$ cat src/rtl/fse_pkg.sv
`timescale 1ns/1ps
package fse_pkg;

    // Register select codes on the register bus
    typedef enum logic [1:0] {
        SEL_ADDR   = 2'd0,
        SEL_COUNT  = 2'd1,
        SEL_STATUS = 2'd2,
        SEL_DATA   = 2'd3
    } reg_sel_e;

    // Status word field positions
    localparam int unsigned STAT_EMPTY_BIT = 1;
    localparam int unsigned STAT_FULL_BIT  = 2;
    localparam int unsigned STAT_W         = 3;

    // Decoded register-bus command for one cycle
    typedef struct packed {
        logic load_addr;
        logic load_count;
        logic pop;
    } reg_cmd_t;

    function automatic reg_cmd_t decode_cmd(input logic wr_en,
                                            input logic rd_en,
                                            input logic [1:0] sel);
        reg_cmd_t c;
        c.load_addr  = wr_en && (reg_sel_e'(sel) == SEL_ADDR);
        c.load_count = wr_en && (reg_sel_e'(sel) == SEL_COUNT);
        c.pop        = rd_en && (reg_sel_e'(sel) == SEL_DATA);
        return c;
    endfunction

    function automatic logic [STAT_W-1:0] pack_status(input logic full,
                                                      input logic empty);
        logic [STAT_W-1:0] s;
        s = '0;
        s[STAT_FULL_BIT]  = full;
        s[STAT_EMPTY_BIT] = empty;
        return s;
    endfunction

endpackage

$ cat src/rtl/fse_addr_gen.sv
`timescale 1ns/1ps
module fse_addr_gen #(
    parameter int unsigned ADDR_W = 32
) (
    input  logic              clk,
    input  logic              rst,
    input  logic              load,
    input  logic [ADDR_W-1:0] load_val,
    input  logic              step,
    output logic [ADDR_W-1:0] addr
);
    localparam int unsigned WORD_W = ADDR_W - 2;

    // Only the word index is stored; byte offset is always zero.
    logic [WORD_W-1:0] word_q;

    always_ff @(posedge clk) begin
        if (rst) begin
            word_q <= '0;
        end else if (load) begin
            word_q <= load_val[ADDR_W-1:2];
        end else if (step) begin
            word_q <= word_q + 1'b1;
        end
    end

    assign addr = {word_q, 2'b00};
endmodule

$ cat src/rtl/fse_seq.sv
`timescale 1ns/1ps
module fse_seq #(
    parameter int unsigned CNT_W = 22,
    parameter int unsigned DEPTH = 2,
    parameter int unsigned LVL_W = 2
) (
    input  logic             clk,
    input  logic             rst,
    input  logic             cnt_load,
    input  logic [CNT_W-1:0] cnt_val,
    input  logic [LVL_W-1:0] fifo_level,
    input  logic             flash_idle,
    input  logic             resp_valid,
    input  logic             resp_tag,
    output logic             req,
    output logic             issue,
    output logic             accept,
    output logic             abort,
    output logic             outstanding,
    output logic             epoch,
    output logic [CNT_W-1:0] cnt
);
    localparam int unsigned SUM_W = LVL_W + 1;

    logic [SUM_W-1:0] committed;
    logic             room;

    // Words held plus words already promised must leave space for one more.
    assign committed = SUM_W'(fifo_level) + SUM_W'(outstanding);
    assign room      = committed < SUM_W'(DEPTH);

    assign abort  = cnt_load && (cnt_val == '0);
    assign req    = (cnt != '0) && !outstanding && room;
    assign issue  = req && flash_idle;
    assign accept = resp_valid && outstanding && (resp_tag == epoch) && !abort;

    always_ff @(posedge clk) begin
        if (rst) begin
            cnt <= '0;
        end else if (cnt_load) begin
            cnt <= cnt_val;
        end else if (issue) begin
            cnt <= cnt - 1'b1;
        end
    end

    always_ff @(posedge clk) begin
        if (rst) begin
            outstanding <= 1'b0;
            epoch       <= 1'b0;
        end else if (abort) begin
            outstanding <= 1'b0;
            epoch       <= ~epoch;
        end else if (issue) begin
            outstanding <= 1'b1;
        end else if (accept) begin
            outstanding <= 1'b0;
        end
    end
endmodule

$ cat src/rtl/fse_fifo.sv
`timescale 1ns/1ps
module fse_fifo #(
    parameter int unsigned DATA_W = 32,
    parameter int unsigned DEPTH  = 2,
    parameter int unsigned LVL_W  = $clog2(DEPTH + 1)
) (
    input  logic              clk,
    input  logic              rst,
    input  logic              push,
    input  logic [DATA_W-1:0] push_data,
    input  logic              pop,
    output logic [DATA_W-1:0] head,
    output logic [LVL_W-1:0]  level,
    output logic              full,
    output logic              empty
);
    localparam int unsigned PTR_W = (DEPTH > 1) ? $clog2(DEPTH) : 1;

    logic [DATA_W-1:0] slots [DEPTH];
    logic [PTR_W-1:0]  rd_ptr, wr_ptr;
    logic              do_push, do_pop;

    function automatic logic [PTR_W-1:0] bump(input logic [PTR_W-1:0] p);
        return (p == PTR_W'(DEPTH - 1)) ? '0 : p + 1'b1;
    endfunction

    assign full    = (level == LVL_W'(DEPTH));
    assign empty   = (level == '0);
    assign do_pop  = pop && !empty;
    assign do_push = push && (!full || do_pop);
    assign head    = slots[rd_ptr];

    for (genvar g = 0; g < DEPTH; g++) begin : g_slot
        always_ff @(posedge clk) begin
            if (do_push && (wr_ptr == PTR_W'(g))) begin
                slots[g] <= push_data;
            end
        end
    end

    always_ff @(posedge clk) begin
        if (rst) begin
            rd_ptr <= '0;
            wr_ptr <= '0;
            level  <= '0;
        end else begin
            if (do_pop)  rd_ptr <= bump(rd_ptr);
            if (do_push) wr_ptr <= bump(wr_ptr);
            case ({do_push, do_pop})
                2'b10:   level <= level + 1'b1;
                2'b01:   level <= level - 1'b1;
                default: level <= level;
            endcase
        end
    end
endmodule

$ cat src/rtl/flash_stream_engine.sv
`timescale 1ns/1ps
module flash_stream_engine
    import fse_pkg::*;
#(
    parameter int unsigned ADDR_W     = 32,
    parameter int unsigned DATA_W     = 32,
    parameter int unsigned CNT_W      = 22,
    parameter int unsigned FIFO_DEPTH = 2,
    parameter int unsigned REG_W      = 32
) (
    input  logic              clk,
    input  logic              rst,
    input  logic              reg_wr_en,
    input  logic              reg_rd_en,
    input  logic [1:0]        reg_sel,
    input  logic [REG_W-1:0]  reg_wdata,
    output logic [REG_W-1:0]  reg_rdata,
    input  logic              flash_idle,
    output logic              flash_req,
    output logic [ADDR_W-1:0] flash_addr,
    output logic              flash_req_tag,
    input  logic              flash_resp_valid,
    input  logic              flash_resp_tag,
    input  logic [DATA_W-1:0] flash_resp_data,
    output logic              fifo_full,
    output logic              fifo_empty
);
    localparam int unsigned LVL_W = $clog2(FIFO_DEPTH + 1);

    reg_cmd_t          cmd;
    logic              issue, accept, abort, outstanding, epoch;
    logic [CNT_W-1:0]  cnt;
    logic [LVL_W-1:0]  fifo_level;
    logic [DATA_W-1:0] fifo_head;
    logic [ADDR_W-1:0] cur_addr;

    assign cmd = decode_cmd(reg_wr_en, reg_rd_en, reg_sel);

    fse_addr_gen #(.ADDR_W(ADDR_W)) u_addr (
        .clk      (clk),
        .rst      (rst),
        .load     (cmd.load_addr),
        .load_val (reg_wdata[ADDR_W-1:0]),
        .step     (issue),
        .addr     (cur_addr)
    );

    fse_seq #(.CNT_W(CNT_W), .DEPTH(FIFO_DEPTH), .LVL_W(LVL_W)) u_seq (
        .clk         (clk),
        .rst         (rst),
        .cnt_load    (cmd.load_count),
        .cnt_val     (reg_wdata[CNT_W-1:0]),
        .fifo_level  (fifo_level),
        .flash_idle  (flash_idle),
        .resp_valid  (flash_resp_valid),
        .resp_tag    (flash_resp_tag),
        .req         (flash_req),
        .issue       (issue),
        .accept      (accept),
        .abort       (abort),
        .outstanding (outstanding),
        .epoch       (epoch),
        .cnt         (cnt)
    );

    fse_fifo #(.DATA_W(DATA_W), .DEPTH(FIFO_DEPTH), .LVL_W(LVL_W)) u_fifo (
        .clk       (clk),
        .rst       (rst),
        .push      (accept),
        .push_data (flash_resp_data),
        .pop       (cmd.pop),
        .head      (fifo_head),
        .level     (fifo_level),
        .full      (fifo_full),
        .empty     (fifo_empty)
    );

    assign flash_addr    = cur_addr;
    assign flash_req_tag = epoch;

    always_comb begin
        reg_rdata = '0;
        unique case (reg_sel_e'(reg_sel))
            SEL_ADDR:   reg_rdata = REG_W'(cur_addr);
            SEL_COUNT:  reg_rdata = REG_W'(cnt);
            SEL_STATUS: reg_rdata = REG_W'(pack_status(fifo_full, fifo_empty));
            SEL_DATA:   reg_rdata = fifo_empty ? '0 : REG_W'(fifo_head);
            default:    reg_rdata = '0;
        endcase
    end
endmodule

$ cat config.mk
export PLATFORM = sky130hd
export DESIGN_NAME = flash_stream_engine
export DESIGN_NICKNAME = d
export VERILOG_FILES = /design/src/rtl/fse_pkg.sv /design/src/rtl/fse_addr_gen.sv /design/src/rtl/fse_seq.sv /design/src/rtl/fse_fifo.sv /design/src/rtl/flash_stream_engine.sv
export SDC_FILE = /design/constraint.sdc
export NUM_CORES = 1
export LEC_CHECK = 0
export BUFFER_PORTS_ARGS = -buffer_cell sky130_fd_sc_hd__buf_4
export CORE_ASPECT_RATIO = 1.25
export CORE_UTILIZATION = 36
export DETAILED_ROUTE_END_ITERATION = 8
export PLACE_DENSITY = 0.57
export SYNTH_ARGS = -nofsm -noshare
export SYNTH_HDL_FRONTEND = slang
export SYNTH_HIERARCHICAL = 1
export SYNTH_SLANG_ARGS = --single-unit
$ cat constraint.sdc
create_clock -name clk -period 4.1 [get_ports clk]
set_input_delay 0 -clock clk [delete_from_list [all_inputs] [get_ports clk]]
set_output_delay 0 -clock clk [all_outputs]
set_load 0.01 [all_outputs]
==> flow_summary.json <==
{
  "status": "completed",
  "route.vias.total": 6107,
  "grt.overflow.total": 0,
  "htreeDepth": 4,
  "syn_inst": 657,
  "arrival_ps": 3180,
  "gp_congestion": 0.925,
  "slowest_stage": "nor4_2",
  "path_cells": "nor4_2 > and4_1 > a21oi_4 > buf_4 > nor3b_1 > buf_4 > and4b_1 > or3_1",
  "n_antenna_cell": 0,
  "die_x_um": 124,
  "grt_setup_unrepaired": "false",
  "power.density_nw_per_um2": 403,
  "portBuffers": 138,
  "clockRootBuffer": "clkbuf_16",
  "relSlewSlack": 0.383,
  "hp-class": "input port to flop",
  "path_class": "flop to flop",
  "crit_required_ps": 4410,
  "crit_family": "simple AND/OR/NAND/NOR gates",
  "postSynthAreaPerCell_sq_um": 10.2,
  "drive_gt1_frac": 0.281,
  "async_flop_share": 0,
  "grt_pass1_vias": 5988,
  "grt_usage": 0.232,
  "path_clk_slew_ps": 60,
  "yosys_warnings": 6,
  "ys_seq_area_frac": 0.463,
  "p_leak_nw": 3.37,
  "crit_path_end_kind": "flop",
  "post_dp_cell_area_sq_um": 7880,
  "setup_violations": 0,
  "ctsLongestPathBuffers": 2,
  "cts_tree": "built",
  "worstPathMaxFanout": 15,
  "cp-start-kind": "flop",
  "die_height_um": 155,
  "cts_buffers": 17,
  "ir_drop_mv": 0.332,
  "path_buf_inv": 2,
  "syn_area_sq_um": 6700,
  "final_cells": 1089,
  "power_w": 0.00368,
  "rows": 55,
  "tns_ps": 0,
  "drc_errors": 0,
  "grt_max_degree": 68,
  "vias_per_cell": 5.61,
  "io_pins": 141,
  "worstMarginPinSlew_ps": 918,
  "die_area_sq_um": 19200,
  "cts-resized-gates": 0,
  "clk_latency_ps": 430,
  "slew_viol_final": 0,
  "hold_viol": 0,
  "cap_viol_max_count": 0,
  "post-dp-hpwl_mm": 15.3,
  "fin_nets": 924,
  "finalInstanceArea_sq_um": 9150,
  "fin_crit_sh": 0.699,
  "drtPass1Iterations": 5,
  "ys_seq_elements": 123,
  "grt_pass1_wl_mm": 33.1,
  "fmaxAchievable_ghz": 0.349,
  "synth_cell_types": 77,
  "finClkSkew_ps": 8.16,
  "drtIter0Drc": 505,
  "synth-edff-count": 64,
  "antenna_found_initial": 0,
  "syn_to_final_growth_pct": 36.6,
  "dp.cells": 993,
  "fin_crit_ps": 2870,
  "fin_util": 0.504,
  "wl_mm": 21.9,
  "ant_nets": 0,
  "slowest_delay_ps": 580,
  "start_util": 0.369,
  "cts_num_sinks": 123,
  "cp_common_cell": "buf_4",
  "post_drt_wl_per_cell_um": 20.1,
  "coreArea_sq_um": 18200,
  "synthFlopType": "edfxtp_1"
}
-- timing repair --
action                                  in CTS  in global routing
hold endpoints to repair                   116                  0
hold buffers                                65                  0
endpoints found under the setup margin       0                  0
buffers inserted                             0                  0
-- sequential cells by signal, summed over array words and instances (netlist names), named ones only --
signal / count
u_addr/word_q: 30
u_fifo/level: 2
u_fifo/rd_ptr: 1
u_fifo/slots: 64
u_fifo/wr_ptr: 1
u_seq/cnt: 22
u_seq/epoch: 1
u_seq/outstanding: 1
-- area by class of cell --
cell class | count | area (sq um)
tap | 228 | 285
multi-input combinational | 477 | 3320
clock buffer | 17 | 425
clock inverter | 14 | 194
inverter | 18 | 67.6
sequential | 123 | 3100
timing repair buffer | 212 | 1750
fill | 1675 | 9020
-- cell families after synthesis --
logic type / after synthesis / synth area share
other: 1 / 0.000560
DFF: 123 / 0.463
muxes: 59 / 0.0968
buffers and inverters: 58 / 0.0430
xor gates and xnor gates: 27 / 0.0353
AOI/OAI and AO/OA: 136 / 0.145
and+or+nand+nor: 251 / 0.213
adders and majority gates: 2 / 0.00374
-- routing by layer --
layer | routed length, um | track usage | share of wire | vias to the layer above
met1 | 8980 | 0.288 | 0.41 | 2944
met4 | 793 | 0.118 | 0.036 | 0
met2 | 10800 | 0.380 | 0.50 | 217
met3 | 1260 | 0.0450 | 0.058 | 51
met5 | 0 | 0 | 0 | -
li1 | - | - | - | 2895
-- worst register-to-register path, stage by stage (launching register included) --
cell     delay, ps
dfxtp_1        370
nor4_2         580
and4_1         550
a21oi_4        160
buf_4          240
nor3b_1        170
buf_4          210
and4b_1        170
or3_1          300
-- cell usage in the layout (no fill, tap or decap), drive strengths merged, types with 28 or more instances in the layout --
cell / netlist / layout
dlygate4sd3: 0 / 65
nor2: 57 / 57
a211oi: 29 / 29
mux2: 33 / 33
buf: 22 / 147
o21ai: 32 / 32
nand2: 31 / 31
a21oi: 28 / 28
nand3: 39 / 39
edfxtp: 64 / 64
dfxtp: 59 / 59
-- synthesized netlist by cell type, drive strengths merged (14+ instances only) --
cell	instances	area, sq um
nand2	31	116
mux2i	25	250
o21ai	32	164
nor4	19	138
buf	22	151
a21oi	28	151
nor2	57	216
a211oi	29	228
nand4	20	125
dfxtp	59	1180
nor3	14	81.3
mux2	33	375
clkbuf	18	68.8
xnor2	18	158
nand3	39	213
inv	16	60.1
edfxtp	64	1920
-- stage by stage --
stage	hold WS [ps]	setup WS (ps)
2_1_floorplan	72.4	764
3_3_place_gp	188	1130
3_5_place_dp	188	1010
4_1_cts	29.5	1290
5_1_grt	78.9	1090
6_report	56.9	1230
-- where the power goes --
group	switching, W	internal, W	leakage (nW)
clock	0.000575	0.00101	0.290
sequential	0.0000951	0.00136	1.06
combinational	0.000345	0.000296	2.02
total	0.00102	0.00267	3.37
-- worst paths after layout --
path / from / endpoint / slack (ps) / cells after the start
worst min register to register: u_fifo/rd_ptr$_SDFFE_PP0P_ / u_fifo/rd_ptr$_SDFFE_PP0P_ / 510 / 2
worst max-delay path: u_seq/cnt[3]$_SDFFE_PP0P_ / u_addr/word_q[28]$_SDFFE_PP0P_ / 1230 / 8
worst min-delay path: flash_resp_tag / u_seq/outstanding$_SDFFE_PP0P_ / 60 / 5
worst max register to register: u_seq/cnt[3]$_SDFFE_PP0P_ / u_addr/word_q[28]$_SDFFE_PP0P_ / 1230 / 8
No activity file was read; power rests on OpenSTA's default activity.
